--- config.mk ---
export PLATFORM = sky130hd
export DESIGN_NAME = pwmch_top
export DESIGN_NICKNAME = d
export VERILOG_FILES = /design/src/rtl/pwmch_pkg.sv /design/src/rtl/pwmch_regs.sv /design/src/rtl/pwmch_ctr.sv /design/src/rtl/pwmch_wave.sv /design/src/rtl/pwmch_top.sv
export SDC_FILE = /design/constraint.sdc
export NUM_CORES = 1
export LEC_CHECK = 0
export ABC_AREA = 1
export BUFFER_PORTS_ARGS = -buffer_cell sky130_fd_sc_hd__buf_2
export CAP_MARGIN = 20
export CORE_MARGIN = 1
export CORE_UTILIZATION = 39
export CTS_CLUSTER_SIZE = 40
export DETAILED_ROUTE_END_ITERATION = 10
export GPL_TIMING_DRIVEN = 0
export PLACE_DENSITY_LB_ADDON = 0.1
export SYNTH_ARGS = -nofsm -noshare
export SYNTH_HDL_FRONTEND = slang
export SYNTH_SLANG_ARGS = --single-unit
--- constraint.sdc ---
create_clock -name clk -period 5 [get_ports clk]
set_clock_uncertainty 0.2 [all_clocks]
set_input_delay 0.75 -clock clk [delete_from_list [all_inputs] [get_ports clk]]
set_output_delay 0.75 -clock clk [all_outputs]
set_load 0.01 [all_outputs]
--- src/rtl/pwmch_pkg.sv ---
package pwmch_pkg;
    typedef enum logic [1:0] {
        ST_OFF = 2'd0,
        ST_UP  = 2'd1,
        ST_DN  = 2'd2
    } pwm_st_e;

    localparam int NUM_FIELDS = 2;
    localparam int FLD_PER    = 0;
    localparam int FLD_DUTY   = 1;
endpackage

--- src/rtl/pwmch_regs.sv ---
module pwmch_regs
    import pwmch_pkg::*;
#(
    parameter int W = 8
) (
    input  logic         clk,
    input  logic         rst_n,
    input  logic         per_wr_i,
    input  logic         duty_wr_i,
    input  logic [W-1:0] wdata_i,
    input  logic         reload_i,
    output logic [W-1:0] per_o,
    output logic [W-1:0] duty_o
);
    logic [NUM_FIELDS-1:0] wr_en;
    logic [W-1:0]          buf_q   [NUM_FIELDS];
    logic [W-1:0]          buf_nxt [NUM_FIELDS];
    logic [W-1:0]          act_q   [NUM_FIELDS];

    assign wr_en[FLD_PER]  = per_wr_i;
    assign wr_en[FLD_DUTY] = duty_wr_i;

    for (genvar f = 0; f < NUM_FIELDS; f++) begin : g_fld
        // the value a reload sees includes a write made in the same cycle
        always_comb begin
            buf_nxt[f] = wr_en[f] ? wdata_i : buf_q[f];
        end

        always_ff @(posedge clk or negedge rst_n) begin
            if (!rst_n) begin
                buf_q[f] <= '0;
                act_q[f] <= '0;
            end else begin
                buf_q[f] <= buf_nxt[f];
                if (reload_i) begin
                    act_q[f] <= buf_nxt[f];
                end
            end
        end
    end

    assign per_o  = act_q[FLD_PER];
    assign duty_o = act_q[FLD_DUTY];
endmodule

--- src/rtl/pwmch_ctr.sv ---
module pwmch_ctr
    import pwmch_pkg::*;
#(
    parameter int W = 8
) (
    input  logic         clk,
    input  logic         rst_n,
    input  logic         tick_i,
    input  logic         en_i,
    input  logic         center_i,
    input  logic         cnt_wr_i,
    input  logic [W-1:0] per_i,
    output logic [W-1:0] cnt_o,
    output pwm_st_e      st_o,
    output logic         pend_o
);
    localparam logic [W-1:0] ONE = W'(1);

    pwm_st_e      st_q, st_nxt;
    logic [W-1:0] cnt_q, cnt_nxt;
    logic         step;
    logic         left_wrap;
    logic [W-1:0] left_nxt;
    logic         pend;

    // state register
    always_ff @(posedge clk or negedge rst_n) begin
        if (!rst_n) begin
            st_q  <= ST_OFF;
            cnt_q <= '0;
        end else begin
            st_q  <= st_nxt;
            cnt_q <= cnt_nxt;
        end
    end

    always_comb begin
        step      = tick_i && en_i && (st_q != ST_OFF) && (per_i != '0);
        left_wrap = (cnt_q >= per_i - ONE);
        left_nxt  = left_wrap ? '0 : cnt_q + ONE;
    end

    // next state, next count, period end
    always_comb begin
        st_nxt  = st_q;
        cnt_nxt = cnt_q;
        pend    = 1'b0;
        if (!en_i) begin
            st_nxt = ST_OFF;
        end
        if (cnt_wr_i) begin
            cnt_nxt = '0;
            if (en_i) begin
                st_nxt = ST_UP;
            end
        end else if (en_i) begin
            unique case (st_q)
                ST_OFF: begin
                    st_nxt = ST_UP;
                end
                ST_UP: begin
                    if (step) begin
                        if (!center_i) begin
                            cnt_nxt = left_nxt;
                            pend    = left_wrap;
                        end else if (cnt_q >= per_i) begin
                            cnt_nxt = cnt_q - ONE;
                            st_nxt  = ST_DN;
                        end else begin
                            cnt_nxt = cnt_q + ONE;
                        end
                    end
                end
                ST_DN: begin
                    if (step) begin
                        if (!center_i) begin
                            cnt_nxt = left_nxt;
                            pend    = left_wrap;
                            st_nxt  = ST_UP;
                        end else if (cnt_q <= ONE) begin
                            cnt_nxt = '0;
                            pend    = 1'b1;
                            st_nxt  = ST_UP;
                        end else begin
                            cnt_nxt = cnt_q - ONE;
                        end
                    end
                end
                default: begin
                    st_nxt = ST_OFF;
                end
            endcase
        end
    end

    assign cnt_o  = cnt_q;
    assign st_o   = st_q;
    assign pend_o = pend;
endmodule

--- src/rtl/pwmch_wave.sv ---
module pwmch_wave
    import pwmch_pkg::*;
#(
    parameter int W = 8
) (
    input  pwm_st_e      st_i,
    input  logic [W-1:0] cnt_i,
    input  logic [W-1:0] per_i,
    input  logic [W-1:0] duty_i,
    input  logic         pol_i,
    output logic         pwm_o
);
    logic active;

    // output process
    always_comb begin
        active = (duty_i != '0) && ((cnt_i < duty_i) || (duty_i >= per_i));
        unique case (st_i)
            ST_UP, ST_DN: pwm_o = active ? pol_i : ~pol_i;
            default:      pwm_o = ~pol_i;
        endcase
    end
endmodule

--- src/rtl/pwmch_top.sv ---
module pwmch_top
    import pwmch_pkg::*;
#(
    parameter int W = 8
) (
    input  logic         clk,
    input  logic         rst_n,
    input  logic         tick_i,
    input  logic         en_i,
    input  logic         pol_i,
    input  logic         center_i,
    input  logic         per_wr_i,
    input  logic         duty_wr_i,
    input  logic         cnt_wr_i,
    input  logic [W-1:0] wdata_i,
    output logic         pwm_o,
    output logic [W-1:0] cnt_o
);
    pwm_st_e      st;
    logic [W-1:0] per_act;
    logic [W-1:0] duty_act;
    logic         pend;
    logic         reload;

    assign reload = (st == ST_OFF) || !en_i || cnt_wr_i || pend;

    pwmch_regs #(.W(W)) u_regs (
        .clk       (clk),
        .rst_n     (rst_n),
        .per_wr_i  (per_wr_i),
        .duty_wr_i (duty_wr_i),
        .wdata_i   (wdata_i),
        .reload_i  (reload),
        .per_o     (per_act),
        .duty_o    (duty_act)
    );

    pwmch_ctr #(.W(W)) u_ctr (
        .clk      (clk),
        .rst_n    (rst_n),
        .tick_i   (tick_i),
        .en_i     (en_i),
        .center_i (center_i),
        .cnt_wr_i (cnt_wr_i),
        .per_i    (per_act),
        .cnt_o    (cnt_o),
        .st_o     (st),
        .pend_o   (pend)
    );

    pwmch_wave #(.W(W)) u_wave (
        .st_i   (st),
        .cnt_i  (cnt_o),
        .per_i  (per_act),
        .duty_i (duty_act),
        .pol_i  (pol_i),
        .pwm_o  (pwm_o)
    );
endmodule

==> flow_summary_export.csv, run 1 <==
group,metric,value,unit
die,die_h,91.6,microns
drt,drc,0,
die,coreArea,0.00773,sq mm
timing,max_freq,0.335,GHz
grt,grt_first_pass_wirelength,12.1,mm
placement,io_buffers,23,
timing,tns,0,ps
timing,slew_headroom,63.1,%
synth,syn_area,0.00313,sq mm
clocking,cts_root_buf,"clkbuf_8",
status,status,"finished, final reports clean",
pwr,powerDensity,252,mW/mm^2
synth,ys_types,30,
die,ios,26,
placement,dpl_cell_area,0.00337,sq mm
clocking,cts_max_level,2,
worst_hold_path,hold_class,"in -> async",
finish,instances_no_fill,529,
worst_setup_path,path_max_fanout,8,
die,die_area,0.00839,sq mm
clocking,clock-sinks,42,
finish,diodes,0,
clocking,postCtsHoldBufs,0,
grt,grt_overflow,0,
clocking,cts_resized,0,
finish,fin_nets,483,
drt,viasPerCell,4.87,
worst_setup_path,cpMostUsedCell,"nand2_1",
drt,wl,6.94,mm
synth,ys_warn_count,0,
worst_setup_path,arrival,2040,ps
finish,area_growth,11.4,%
synth,synth_cells,395,
clocking,cts_buffers,5,
finish,drive_above_1_share,17.1,%
drt,first_pass_iters,4,
clocking,clock_path_buffers,2,
worst_setup_path,required,4050,ps
worst_setup_path,slowest_delay,500,ps
worst_setup_path,path_buf_inv,1,
pwr,p_total,0.000880,W
finish,final_area,0.00349,sq mm
synth,seq_area_frac_synth,33.6,%
pwr,irDropWorstVdd,114,uV
run,drv_cap,0,
synth,netlist.area_leader.share,33.6,%
drt,wire_per_inst,13.1,microns
timing,worstMarginPinSlew,550,ps
synth,syn_area_per_cell,7.92,sq um
clocking,cts_tree,"built",
timing,setup_viol,0,
worst_setup_path,crit_chain,"ha_1, o21ai_0, nand2_1, nand3_1, nand2_1, a21bo_2, nand2_1, nand2_1, nand2_1, nand2_1, buf_2",
timing,drv_slew,0,
finish,mostFrequentLayoutCells,"nand2_1 (108), inv_1 (45), dfrtp_1 (42), ha_1 (40), nand3_1 (34)",
timing,hold_viol,0,
drt,drt_iter0_drc,97,
synth,synth_area_leaders,"dfrtp_1 (34%), ha_1 (16%), nand2_1 (13%)",
grt,grt_pass1_vias,2529,
drt,num_vias,2577,
die,die_w,91.6,microns
clocking,cts_setup_buffers,0,
clocking,path_clk_slew,90,ps
timing,period_share,59.7,%
worst_setup_path,critPathSlowestCell,"dfrtp_1",
synth,syn_nets,452,
die,rows,32,
grt,grt_max_degree,43,
synth,synth_top_area_cell,"dfrtp_1",
timing,rsz0062_at_grt,"false",
clocking,clk_latency,300,ps
placement,placed_cells,520,
worst_setup_path,crit_family,"flip-flops",
placement,hpwl,5.38,mm
worst_setup_path,critPathLaunchType,"flip-flop",
finish,final_common_cell,"nand2_1",
die,start_util,40.5,%
placement,place.gp.congestion,0.835,
pwr,p_leak,1.91,nW
grt,antenna_found_initial,0,
grt,grt_usage,18.5,%
worst_setup_path,crit_type,"reg -> out",
synth,yosys_register_bits,42,
timing,period_minus_slack,2990,ps
drt,drt.antenna.violating_nets,0,
worst_setup_path,end_kind,"output port",
[layer usage]
metal / global-route usage (%) / vias up / wire length [microns]
met2: 29.3 / 38 / 3030
met4: 4.76 / 0 / 82
met1: 26.3 / 1196 / 3590
met5: 0 / - / 0
li1: - / 1338 / -
met3: 2.51 / 5 / 241
[worst reg2reg max path: stages, from the launching register on]
cell	delay (ps)
dfrtp_1	440
inv_1	160
nand3_1	130
nor2_1	160
nand3_1	100
xor2_1	150
ha_1	290
a21oi_1	150
o21a_1	130
nand2_1	80
nand2_2	90
nand2_2	70
nand2_4	110
nand2_4	90
buf_6	170
nand2_1	60
nand2_1	50
[power breakdown]
| group | internal, W | switching, W | leakage [nW] | total [W] |
|---|---|---|---|---|
| Clock | 0.000114 | 0.000129 | 0.0489 | 0.000243 |
| Sequential | 0.000371 | 0.0000281 | 0.513 | 0.000399 |
| Combinational | 0.0000982 | 0.000139 | 1.35 | 0.000237 |
[path summary, 6_finish.rpt]
check	start	end	slack, ps	cells after the start
max	u_ctr.cnt_o[1]	pwm_o	2010	11
min	rst_n	u_regs.buf_q[5]	100	1
max reg2reg	u_regs.per_o[0]	u_regs.per_o[5]	2270	16
min reg2reg	u_regs.buf_q[10]	u_regs.buf_q[10]	300	1
max in group asynchronous	rst_n	u_regs.buf_q[12]	4050	2
min in group clk	u_regs.buf_q[10]	u_regs.buf_q[10]	300	1
[kinds of logic (layout without fill, tap and decap cells)]
group | count (synthesis) | after routing | share of synthesized area [%]
and+or+nand+nor | 188 | 188 | 26.7
muxes | 16 | 16 | 5.76
xor gates and xnor gates | 15 | 15 | 4.20
adders and majority gates | 40 | 40 | 16.0
buffers and inverters | 58 | 90 | 7.44
AOI/OAI and AO/OA | 36 | 36 | 6.28
DFF | 42 | 42 | 33.6
[registers in the layout, indices dropped and copies added, names as in the netlist]
register and count:
u_regs.per_o 8, u_regs.duty_o 8, u_ctr.st_o 2, u_regs.buf_q 16, u_ctr.cnt_o 8
[cell type report]
| type | count | area, sq um |
|---|---|---|
| clock buffer | 7 | 86.3 |
| multi-input combinational | 295 | 1850 |
| clock inverter | 1 | 8.76 |
| inverter | 51 | 191 |
| tap | 102 | 128 |
| sequential | 42 | 1050 |
| buffer | 7 | 41.3 |
| fill | 818 | 4240 |
| timing repair buffer | 24 | 135 |
[metrics by stage]
step,setup WS (ps),utilization (%),hold WS (ps)
2_1_floorplan,2570,-,254
3_3_place_gp,2250,43.6,282
3_5_place_dp,2260,43.6,289
4_1_cts,1980,44.9,309
5_1_grt,1830,45.1,108
6_report,2010,45.1,98.3
[cell usage after synthesis]
| cell type | n |
|---|---|
| buf_2 | 3 |
| nand2_2 | 3 |
| o22ai_1 | 1 |
| nand3_1 | 34 |
| nand3b_1 | 1 |
| xnor2_1 | 4 |
| a21bo_2 | 1 |
| nand4_1 | 2 |
| ha_1 | 40 |
| buf_4 | 1 |
| mux2_2 | 16 |
| a21oi_1 | 16 |
| xor2_1 | 11 |
| nor3_1 | 5 |
| clkbuf_1 | 2 |
| o21ai_0 | 13 |
| o21a_1 | 4 |
| nand4_2 | 1 |
| dfrtp_1 | 42 |
| nand2_4 | 2 |
| inv_2 | 6 |
| nand2_1 | 108 |
| nor2_2 | 4 |
| inv_1 | 45 |
| buf_6 | 1 |
| o21ai_1 | 1 |
| nor3_2 | 2 |
| nor2_4 | 2 |
| nor4_1 | 2 |
| nor2_1 | 22 |
(Power assumes the default switching activity.)
==> run 2: changes to the inputs <==
clock period = 2.6 ns   (was 5 ns; I/O delays follow)
==> flow_summary_export.csv, run 2 (synthesis results as in run 1) <==
group,metric,value,unit
finish,fin_nets,503,
worst_setup_path,crit_type,"reg -> out",
finish,final_common_cell,"nand2_1",
worst_setup_path,required,2010,ps
finish,diodes,0,
worst_setup_path,critPathLaunchType,"flip-flop",
worst_hold_path,min_from,"cnt_wr_i",
timing,tns,0,ps
worst_setup_path,r2r-end,"u_regs.per_o[2]",
drt,drt_iter0_drc,91,
finish,largest_register_ffs,16,
drt,first_pass_iters,4,
drt,viasPerCell,4.92,
clocking,path_clk_slew,90,ps
worst_setup_path,arrival,1930,ps
grt,grt_overflow,0,
die,coreArea,0.00773,sq mm
die,die_w,91.6,microns
worst_setup_path,path_max_fanout,4,
pwr,p_total,0.00178,W
worst_setup_path,cpMostUsedCell,"nand2_1",
worst_hold_path,min_path_cells,2,
timing,drv_slew,0,
timing,setup_viol,0,
drt,wire_per_inst,13.4,microns
worst_setup_path,end_kind,"output port",
clocking,clk_latency,300,ps
worst_hold_path,hold_end,"u_ctr.st_o[1]",
placement,io_buffers,23,
die,die_area,0.00839,sq mm
pwr,irDropWorstVdd,216,uV
drt,num_vias,2700,
grt,antenna_found_initial,0,
timing,worstMarginPinSlew,1000,ps
die,ios,26,
timing,rsz0062_at_grt,"true",
die,die_h,91.6,microns
clocking,clock_path_buffers,2,
placement,hpwl,5.38,mm
clocking,cts_max_level,2,
finish,drive_above_1_share,28.2,%
timing,period_minus_slack,2520,ps
clocking,cts_buffers,5,
pwr,powerDensity,462,mW/mm^2
timing,hold_viol,0,
worst_setup_path,cp-startpoint,"u_regs.per_o[3]",
timing,hold_ws,105,ps
finish,area_growth,23.0,%
timing,max_freq,0.397,GHz
finish,instances_no_fill,549,
worst_setup_path,slowest_delay,430,ps
grt,grt_max_degree,43,
status,status,"finished, final reports clean",
drt,drc,0,
worst_hold_path,hold_class,"in -> reg",
worst_setup_path,critPathSlowestCell,"dfrtp_2",
placement,placed_cells,520,
grt,grt_pass1_vias,2564,
grt,grt_first_pass_wirelength,12.4,mm
placement,place.gp.congestion,0.835,
worst_setup_path,r2r-start,"u_regs.per_o[0]",
finish,mostFrequentLayoutCells,"nand2_1 (100), inv_1 (42), ha_1 (37), dfrtp_1 (34), nand3_1 (30)",
pwr,p_leak,2.02,nW
timing,period_share,97.0,%
drt,wl,7.36,mm
worst_setup_path,crit_chain,"inv_2, ha_1, a21oi_1, o21a_1, nor2_1, nor3_2, nand2_2, nand2_1, nand2_1, nand2_1, buf_2",
clocking,clock-sinks,42,
worst_setup_path,rr_worst_depth,15,
timing,slew_headroom,32.8,%
worst_setup_path,rrSetupSlack,120,ps
finish,top_register,"u_regs.buf_q",
clocking,cts_root_buf,"clkbuf_8",
drt,drt.antenna.violating_nets,0,
run,drv_cap,0,
die,rows,32,
grt,grt_usage,19.0,%
clocking,cts_tree,"built",
die,start_util,40.5,%
-- run 2: changes by cell type in the layout (fill, tap and decap cells not counted), moves of 6 or more --
| cell | change |
|---|---|
| buf_4 | +16 |
| dfrtp_1 | -8 |
| dfrtp_2 | +8 |
| nand2_1 | -8 |
| nand2_2 | +6 |
-- run 2: repair_timing --
action | 4_1_cts | 5_1_grt
gates resized for setup | 8 | 44
gates cloned | 0 | 2
pin swaps | 1 | 17
hold buffers | 0 | 1
setup buffers | 8 | 11
hold endpoints to repair | 0 | 8
endpoints found under the setup margin | 18 | 20
-- run 2: through the flow --
step / area, sq um / util (%) / setup slack (ps)
after global placement: 3370 / 43.6 / -151
after CTS: 3520 / 45.6 / 0.113
final: 3850 / 49.8 / 78.8
after global routing: 3850 / 49.8 / -25.1
after detailed placement: 3370 / 43.6 / -141
after floorplan: 3130 / - / 209
-- run 2: report_power, final --
group	total (W)	switching, W	internal [W]
Clock	0.000466	0.000246	0.000220
Combinational	0.000544	0.000307	0.000237
Sequential	0.000769	0.0000540	0.000715
Total	0.00178	0.000607	0.00117
-- run 2: area by class of cell --
| cell class | count | area (sq um) |
|---|---|---|
| fillers | 786 | 3880 |
| clock buffers | 7 | 86.3 |
| clock inverters | 1 | 8.76 |
| multi-input cells | 296 | 2020 |
| flip-flops and latches | 42 | 1060 |
| repair buffers | 44 | 313 |
| well taps | 102 | 128 |
| plain buffers | 6 | 40.0 |
| inverters | 51 | 194 |
-- run 2: worst max path at each step --
stage | to | slack, ps | cells after the start
3_3_place_gp | u_regs.duty_o[4] | -150 | 16
2_1_floorplan | u_regs.per_o[2] | 210 | 16
4_1_cts | u_regs.per_o[3] | 0.1 | 15
6_report | pwm_o | 80 | 11
5_1_grt | u_regs.per_o[6] | -30 | 15
3_5_place_dp | u_regs.per_o[3] | -140 | 16
-- run 2: worst max-delay path: cells and delay by family (launching register included) --
family          cells  cell delay, ps
flops               1             430
compound gates      2             290
buf+inv             2             190
fa+ha+maj           1             310
simple gates        6             400
-- run 2: routing by layer --
| layer | vias to the layer above | global-route usage, % | share of wire (%) |
|---|---|---|---|
| li1 | 1386 | - | - |
| met1 | 1268 | 26.7 | 50 |
| met2 | 41 | 30.6 | 45 |
| met3 | 5 | 2.51 | 3.8 |
| met4 | 0 | 4.76 | 1.1 |
| met5 | - | 0 | 0 |
